### config.mk
export PLATFORM = sky130hd
export DESIGN_NAME = mailbox_pair
export DESIGN_NICKNAME = d
export VERILOG_FILES = /design/src/rtl/mbox_pkg.sv /design/src/rtl/mbox_fifo.sv /design/src/rtl/mbox_err.sv /design/src/rtl/mailbox_pair.sv
export SDC_FILE = /design/constraint.sdc
export NUM_CORES = 1
export LEC_CHECK = 0
export BUFFER_PORTS_ARGS = -buffer_cell sky130_fd_sc_hd__buf_2
export CAP_MARGIN = 20
export CORE_UTILIZATION = 54
export CTS_CLUSTER_SIZE = 24
export DETAILED_ROUTE_END_ITERATION = 8
export PLACE_DENSITY = 0.77
export REMOVE_ABC_BUFFERS = 1
export SYNTH_ARGS = -nofsm -noshare
export SYNTH_HDL_FRONTEND = slang
export SYNTH_SLANG_ARGS = --single-unit
### constraint.sdc
create_clock -name clk -period 6.8 [get_ports clk]
set_clock_uncertainty 0.15 [all_clocks]
set_input_delay 1.7 -clock clk [delete_from_list [all_inputs] [get_ports clk]]
set_output_delay 1.7 -clock clk [all_outputs]
set_load 0.01 [all_outputs]
### src/rtl/mbox_pkg.sv
package mbox_pkg;
  localparam int NCORE  = 2;
  localparam int ST_W   = 4;
  localparam int ST_VLD = 0;
  localparam int ST_RDY = 1;
  localparam int ST_ROE = 2;
  localparam int ST_WOF = 3;
endpackage

### src/rtl/mbox_fifo.sv
module mbox_fifo #(
  parameter int W = 32,
  parameter int D = 8
) (
  input  logic         clk,
  input  logic         rst,
  input  logic         push,
  input  logic         pop,
  input  logic [W-1:0] din,
  output logic [W-1:0] head,
  output logic         full,
  output logic         empty
);
  localparam int AW = (D > 1) ? $clog2(D) : 1;
  localparam int CW = $clog2(D + 1);

  logic [W-1:0]  mem [D];
  logic [AW-1:0] wptr, rptr;
  logic [CW-1:0] cnt;
  logic          push_ok, pop_ok;

  assign full    = (cnt == CW'(D));
  assign empty   = (cnt == '0);
  assign push_ok = push && !full;
  assign pop_ok  = pop && !empty;
  assign head    = mem[rptr];

  always_ff @(posedge clk) begin
    if (push_ok) mem[wptr] <= din;
  end

  always_ff @(posedge clk) begin
    if (rst) begin
      wptr <= '0;
      rptr <= '0;
      cnt  <= '0;
    end else begin
      if (push_ok) wptr <= (wptr == AW'(D - 1)) ? '0 : wptr + 1'b1;
      if (pop_ok)  rptr <= (rptr == AW'(D - 1)) ? '0 : rptr + 1'b1;
      case ({push_ok, pop_ok})
        2'b10:   cnt <= cnt + 1'b1;
        2'b01:   cnt <= cnt - 1'b1;
        default: cnt <= cnt;
      endcase
    end
  end

  p_count_bound_r1: assert property (@(posedge clk) disable iff (rst)
    cnt <= CW'(D));
  p_full_drop_r6: assert property (@(posedge clk) disable iff (rst)
    push && full && !pop |=> full && $stable(wptr));
  p_full_pop_drop_r12: assert property (@(posedge clk) disable iff (rst)
    push && full && pop |=> !full && $stable(wptr));
  p_empty_pop_r7: assert property (@(posedge clk) disable iff (rst)
    pop && empty |=> $stable(rptr));
endmodule

### src/rtl/mbox_err.sv
module mbox_err #(
  parameter int NC = 2
) (
  input  logic          clk,
  input  logic          rst,
  input  logic [NC-1:0] set_roe,
  input  logic [NC-1:0] set_wof,
  input  logic [NC-1:0] clr,
  output logic [NC-1:0] roe,
  output logic [NC-1:0] wof
);
  for (genvar k = 0; k < NC; k++) begin : g_core
    always_ff @(posedge clk) begin
      if (rst) begin
        roe[k] <= 1'b0;
        wof[k] <= 1'b0;
      end else begin
        roe[k] <= set_roe[k] | (roe[k] & ~clr[k]);
        wof[k] <= set_wof[k] | (wof[k] & ~clr[k]);
      end
    end

    p_roe_sticky_r7: assert property (@(posedge clk) disable iff (rst)
      set_roe[k] |=> roe[k]);
    p_wof_sticky_r6: assert property (@(posedge clk) disable iff (rst)
      set_wof[k] |=> wof[k]);
    p_clear_r8: assert property (@(posedge clk) disable iff (rst)
      clr[k] && !set_roe[k] && !set_wof[k] |=> !roe[k] && !wof[k]);
  end
endmodule

### src/rtl/mailbox_pair.sv
module mailbox_pair
  import mbox_pkg::*;
#(
  parameter int W = 32,
  parameter int D = 8
) (
  input  logic            clk,
  input  logic            rst,
  input  logic            pa_id,
  input  logic            pa_wr_en,
  input  logic [W-1:0]    pa_wr_data,
  input  logic            pa_rd_en,
  output logic [W-1:0]    pa_rd_data,
  input  logic            pa_st_wr,
  output logic [ST_W-1:0] pa_status,
  output logic            pa_irq,
  input  logic            pb_id,
  input  logic            pb_wr_en,
  input  logic [W-1:0]    pb_wr_data,
  input  logic            pb_rd_en,
  output logic [W-1:0]    pb_rd_data,
  input  logic            pb_st_wr,
  output logic [ST_W-1:0] pb_status,
  output logic            pb_irq
);
  logic             same_id, b_wr, b_rd, b_st;
  logic [NCORE-1:0] push, pop, full, empty;
  logic [NCORE-1:0] set_roe, set_wof, clr, roe, wof;
  logic [W-1:0]     din  [NCORE];
  logic [W-1:0]     head [NCORE];
  logic             a_src, b_src;

  assign same_id = (pa_id == pb_id);
  assign b_wr    = pb_wr_en & ~same_id;
  assign b_rd    = pb_rd_en & ~same_id;
  assign b_st    = pb_st_wr & ~same_id;
  assign a_src   = ~pa_id;
  assign b_src   = ~pb_id;

  for (genvar k = 0; k < NCORE; k++) begin : g_q
    localparam logic KID = 1'(k);
    localparam logic OID = 1'(NCORE - 1 - k);

    assign push[k]    = (pa_wr_en && pa_id == KID) || (b_wr && pb_id == KID);
    assign pop[k]     = (pa_rd_en && pa_id == OID) || (b_rd && pb_id == OID);
    assign din[k]     = (pa_wr_en && pa_id == KID) ? pa_wr_data : pb_wr_data;
    assign set_wof[k] = push[k] && full[k];
    assign set_roe[k] = ((pa_rd_en && pa_id == KID) || (b_rd && pb_id == KID))
                        && empty[NCORE - 1 - k];
    assign clr[k]     = (pa_st_wr && pa_id == KID) || (b_st && pb_id == KID);

    mbox_fifo #(.W(W), .D(D)) u_fifo (
      .clk   (clk),
      .rst   (rst),
      .push  (push[k]),
      .pop   (pop[k]),
      .din   (din[k]),
      .head  (head[k]),
      .full  (full[k]),
      .empty (empty[k])
    );
  end

  mbox_err #(.NC(NCORE)) u_err (
    .clk     (clk),
    .rst     (rst),
    .set_roe (set_roe),
    .set_wof (set_wof),
    .clr     (clr),
    .roe     (roe),
    .wof     (wof)
  );

  always_ff @(posedge clk) begin
    if (rst) begin
      pa_rd_data <= '0;
      pb_rd_data <= '0;
    end else begin
      if (pa_rd_en) pa_rd_data <= empty[a_src] ? '0 : head[a_src];
      if (b_rd)     pb_rd_data <= empty[b_src] ? '0 : head[b_src];
    end
  end

  always_comb begin
    pa_status         = '0;
    pa_status[ST_VLD] = ~empty[a_src];
    pa_status[ST_RDY] = ~full[pa_id];
    pa_status[ST_ROE] = roe[pa_id];
    pa_status[ST_WOF] = wof[pa_id];
    pb_status         = '0;
    pb_status[ST_VLD] = ~empty[b_src];
    pb_status[ST_RDY] = ~full[pb_id];
    pb_status[ST_ROE] = roe[pb_id];
    pb_status[ST_WOF] = wof[pb_id];
  end

  assign pa_irq = pa_status[ST_VLD] | pa_status[ST_ROE] | pa_status[ST_WOF];
  assign pb_irq = pb_status[ST_VLD] | pb_status[ST_ROE] | pb_status[ST_WOF];

  p_empty_read_zero_r7: assert property (@(posedge clk) disable iff (rst)
    pa_rd_en && !pa_status[ST_VLD] |=> pa_rd_data == '0);
  p_rd_hold_r3: assert property (@(posedge clk) disable iff (rst)
    !pa_rd_en |=> $stable(pa_rd_data));
  p_same_id_ignore_r10: assert property (@(posedge clk) disable iff (rst)
    same_id && pb_rd_en |=> $stable(pb_rd_data));
  p_single_push_r2: assert property (@(posedge clk) disable iff (rst)
    !same_id |-> $countones({pa_wr_en, b_wr}) == $countones(push));
endmodule

==> flow_summary.toml <==
[global_route]
grt_pass1_wl_um = 77000
track_usage = 0.234
grt_max_degree = 65
grt_overflow = 0
grt_pass1_vias = 12802
antenna_found_initial = 0

[drt]
drc = 0
routedWlPerCell_um = 25.5
antenna_left = 0
drtPass1Iterations = 5
drt_iter0_drc = 924
wl_um = 51600
avgViaCountPerCell = 6.12
num_vias = 12382

[synthesis]
ys_ff_latch = 606
synthCells = 1224
ys.flop_type = "edfxtp_1"
synth_seq_area_share = 0.723
ys_warn_count = 0
synth.distinct_cells = 38
ys_async_sr_fraction = 0
syn_area_um2 = 23900
synth.avg_cell_area_um2 = 19.5
synth_edf_count = 512

[worst_setup_path]
cp_slowest_stage_delay_ns = 0.39
r2r_cells = 10
cp_slowest_cell = "mux2_2"
worstSetupStartpoint = "pa_id"
r2r-end = "g_q[1].u_fifo.cnt[2]$_SDFFE_PP0P_"
worstSetupEndpointType = "output pin"
cp_max_fo = 21
cp.required_ns = 4.95
start_kind = "primary input"
r2r_slack_ns = 3.60
critPathArrivalTime_ns = 2.88
criticalPathCategory = "in -> out"
path_common_cell = "buf_2"
r2r-start = "g_q[1].u_fifo.cnt[1]$_SDFFE_PP0P_"
path_cells = "buf_2 > mux2_2 > or3_1 > buf_2"

[clock_network]
clk-insertion-delay-late_ns = 0.62
cts_hold_buf = 0
htree_levels = 2
cts_buffers = 57
post_cts_resized = 0
cts_max_path_buffers = 3
path_clk_slew_ns = 0.06
cts_setup_buffers = 0
tritoncts = "yes"
numClockSinks = 606
cts_root_buf = "clkbuf_16"

[timing]
min_period_ns = 4.73
tns_ns = 0
finalSetupViolCount = 0
drv_slew = 0
tightest_slew_ns = 1.10
hold_viol = 0
rsz0062_at_grt = "false"
min_period_over_period = 0.695
max_freq_ghz = 0.212
layout_setup_ws_ns = 2.07
slew_headroom = 0.270

[cells_and_area]
instances_no_fill = 2024
utilization = 0.628
drive_gt1_frac = 0.348
finalNetCount = 1479
diodes = 0
area_growth_syn_to_layout_pct = 14.1

[hold_path]
hold_path.class = "reg -> reg"
holdCritStartpoint = "pb_rd_data[2]$_SDFFE_PP0N_"
min_path_cells = 2
min_to = "pb_rd_data[2]$_SDFFE_PP0N_"

[floorplanning]
die_y_um = 212
rows = 76
core-area_um2 = 43400
ios = 148
initial_core_util = 0.550
dieArea_um2 = 45000
die_width_um = 212

[power]
power.share.switching = 0.245
power_leakage_nw = 8.91
clkPwrFrac = 0.359
powerDensity_nw_per_um2 = 325
seqPwrFrac = 0.498
peakVddDrop_mv = 0.203
report.power.total_mw = 8.85
p_comb_frac = 0.143
p_int_mw = 6.69
p_sw_mw = 2.17

[job]
cap_violations = 0

[place]
port_buffers = 147
dp_slack_ns = 2.02
hpwlAfterDp_um = 29600
gp_congestion = 0.762
place_inst = 1915

[outcome]
outcome = "completed"
==> critical path, delay by kind of cell <==
family                 cells  cell delay, ns
buffers and inverters      2            0.45
multiplexers               1            0.39
AND/OR/NAND/NOR            1            0.33
==> cells in the mapped netlist, types with 4 or more instances <==
library cell,number,share of area
a21oi_1,14,0.0029
a22oi_1,4,0.0013
buf_1,4,0.00063
buf_2,21,0.0044
buf_4,14,0.0044
buf_6,5,0.0024
clkbuf_1,24,0.0038
dfxtp_1,94,0.079
edfxtp_1,512,0.64
ha_1,14,0.0073
mux2_2,70,0.033
mux2i_1,78,0.033
mux4_2,128,0.12
nand2_1,75,0.012
nand3b_1,7,0.0022
nor2_1,32,0.0050
nor2b_1,8,0.0021
nor3_1,5,0.0010
nor3b_1,6,0.0019
nor4b_1,6,0.0022
o21ai_0,6,0.0013
o221ai_1,64,0.023
or3_1,4,0.0010
xor2_1,7,0.0026
==> through the flow <==
| step | hold slack (ns) | area [um2] |
|---|---|---|
| after floorplan | 0.288 | 23400 |
| after CTS | 0.308 | 27200 |
| final | 0.308 | 27200 |
| after global routing | 0.330 | 27200 |
| after detailed placement | 0.292 | 25300 |
| after global placement | 0.290 | 25300 |
==> cell type report <==
class / instances / area (um2)
multi-input combinational: 544 / 6300
timing repair buffer: 180 / 1020
sequential: 606 / 17300
fill: 3000 / 16100
clock inverter: 35 / 328
tap: 585 / 732
clock buffer: 72 / 1560
inverter: 2 / 7.51
==> cell families (layout without fill, tap and decap cells) <==
group | after synthesis | after routing | share of synthesized area
AO/OA/AOI/OAI | 92 | 92 | 0.0304
XOR/XNOR | 7 | 7 | 0.00257
adder cells (fa/ha/maj) | 14 | 14 | 0.00734
buffers and inverters | 74 | 289 | 0.0178
flip-flops | 606 | 606 | 0.723
multiplexers | 276 | 276 | 0.187
AND/OR/NAND/NOR | 155 | 155 | 0.0319
==> metal layers <==
layer  part of all wire  up-vias  GRT usage
met5                  0        -          0
met4              0.022        0     0.0672
met3              0.067       76     0.0400
met2               0.50      445      0.388
met1               0.41     6501      0.321
li1                   -     5360          -
==> worst max-delay path by stage <==
stage | to | slack [ns] | depth (start not counted)
2_1_floorplan | g_q[0].u_fifo.mem[4][0]$_DFFE_PP_ | -0.29 | 4
3_3_place_gp | pa_irq | 2.10 | 4
3_5_place_dp | g_q[0].u_fifo.cnt[2]$_SDFFE_PP0P_ | 2.02 | 12
4_1_cts | pa_irq | 2.08 | 4
5_1_grt | pa_irq | 2.04 | 4
6_report | pa_irq | 2.07 | 4
==> layout by cell type, fill, tap and decap left out, types with 4 or more instances in the layout <==
cell and instances:
or3_1 4, mux2_2 70, mux2i_1 78, buf_2 147, a22oi_1 4, nor2b_1 8
nand2_1 74, nand3b_1 7, nor3_2 4, nor2_1 29, o21ai_0 6, a21oi_1 13
clkbuf_1 10, bufinv_16 6, o221ai_1 64, mux4_2 128, dfxtp_4 4, ha_1 14
dfxtp_1 88, edfxtp_1 512, nor4b_2 4, clkinv_1 10, clkbuf_16 59, buf_4 31
xor2_1 7, clkinv_2 13, nor3b_2 4
==> registers in the layout (all words and copies together), names as in the netlist, named ones only <==
name,cells
pb_rd_data,32
g_q.u_fifo.wptr,6
g_q.u_fifo.rptr,6
g_q.u_fifo.cnt,8
g_q.u_fifo.mem,512
u_err.roe,2
pa_rd_data,32
u_err.wof,2
==> power groups by stage <==
stage	logic, mW	clock network [mW]	registers [mW]
floorplan	0.811	0	4.54
global placement	1.23	0	4.48
detailed placement	1.26	0	4.49
CTS	1.27	3.22	4.41
global route	1.36	3.36	4.43
finish	1.27	3.18	4.41
(Power assumes the default switching activity.)
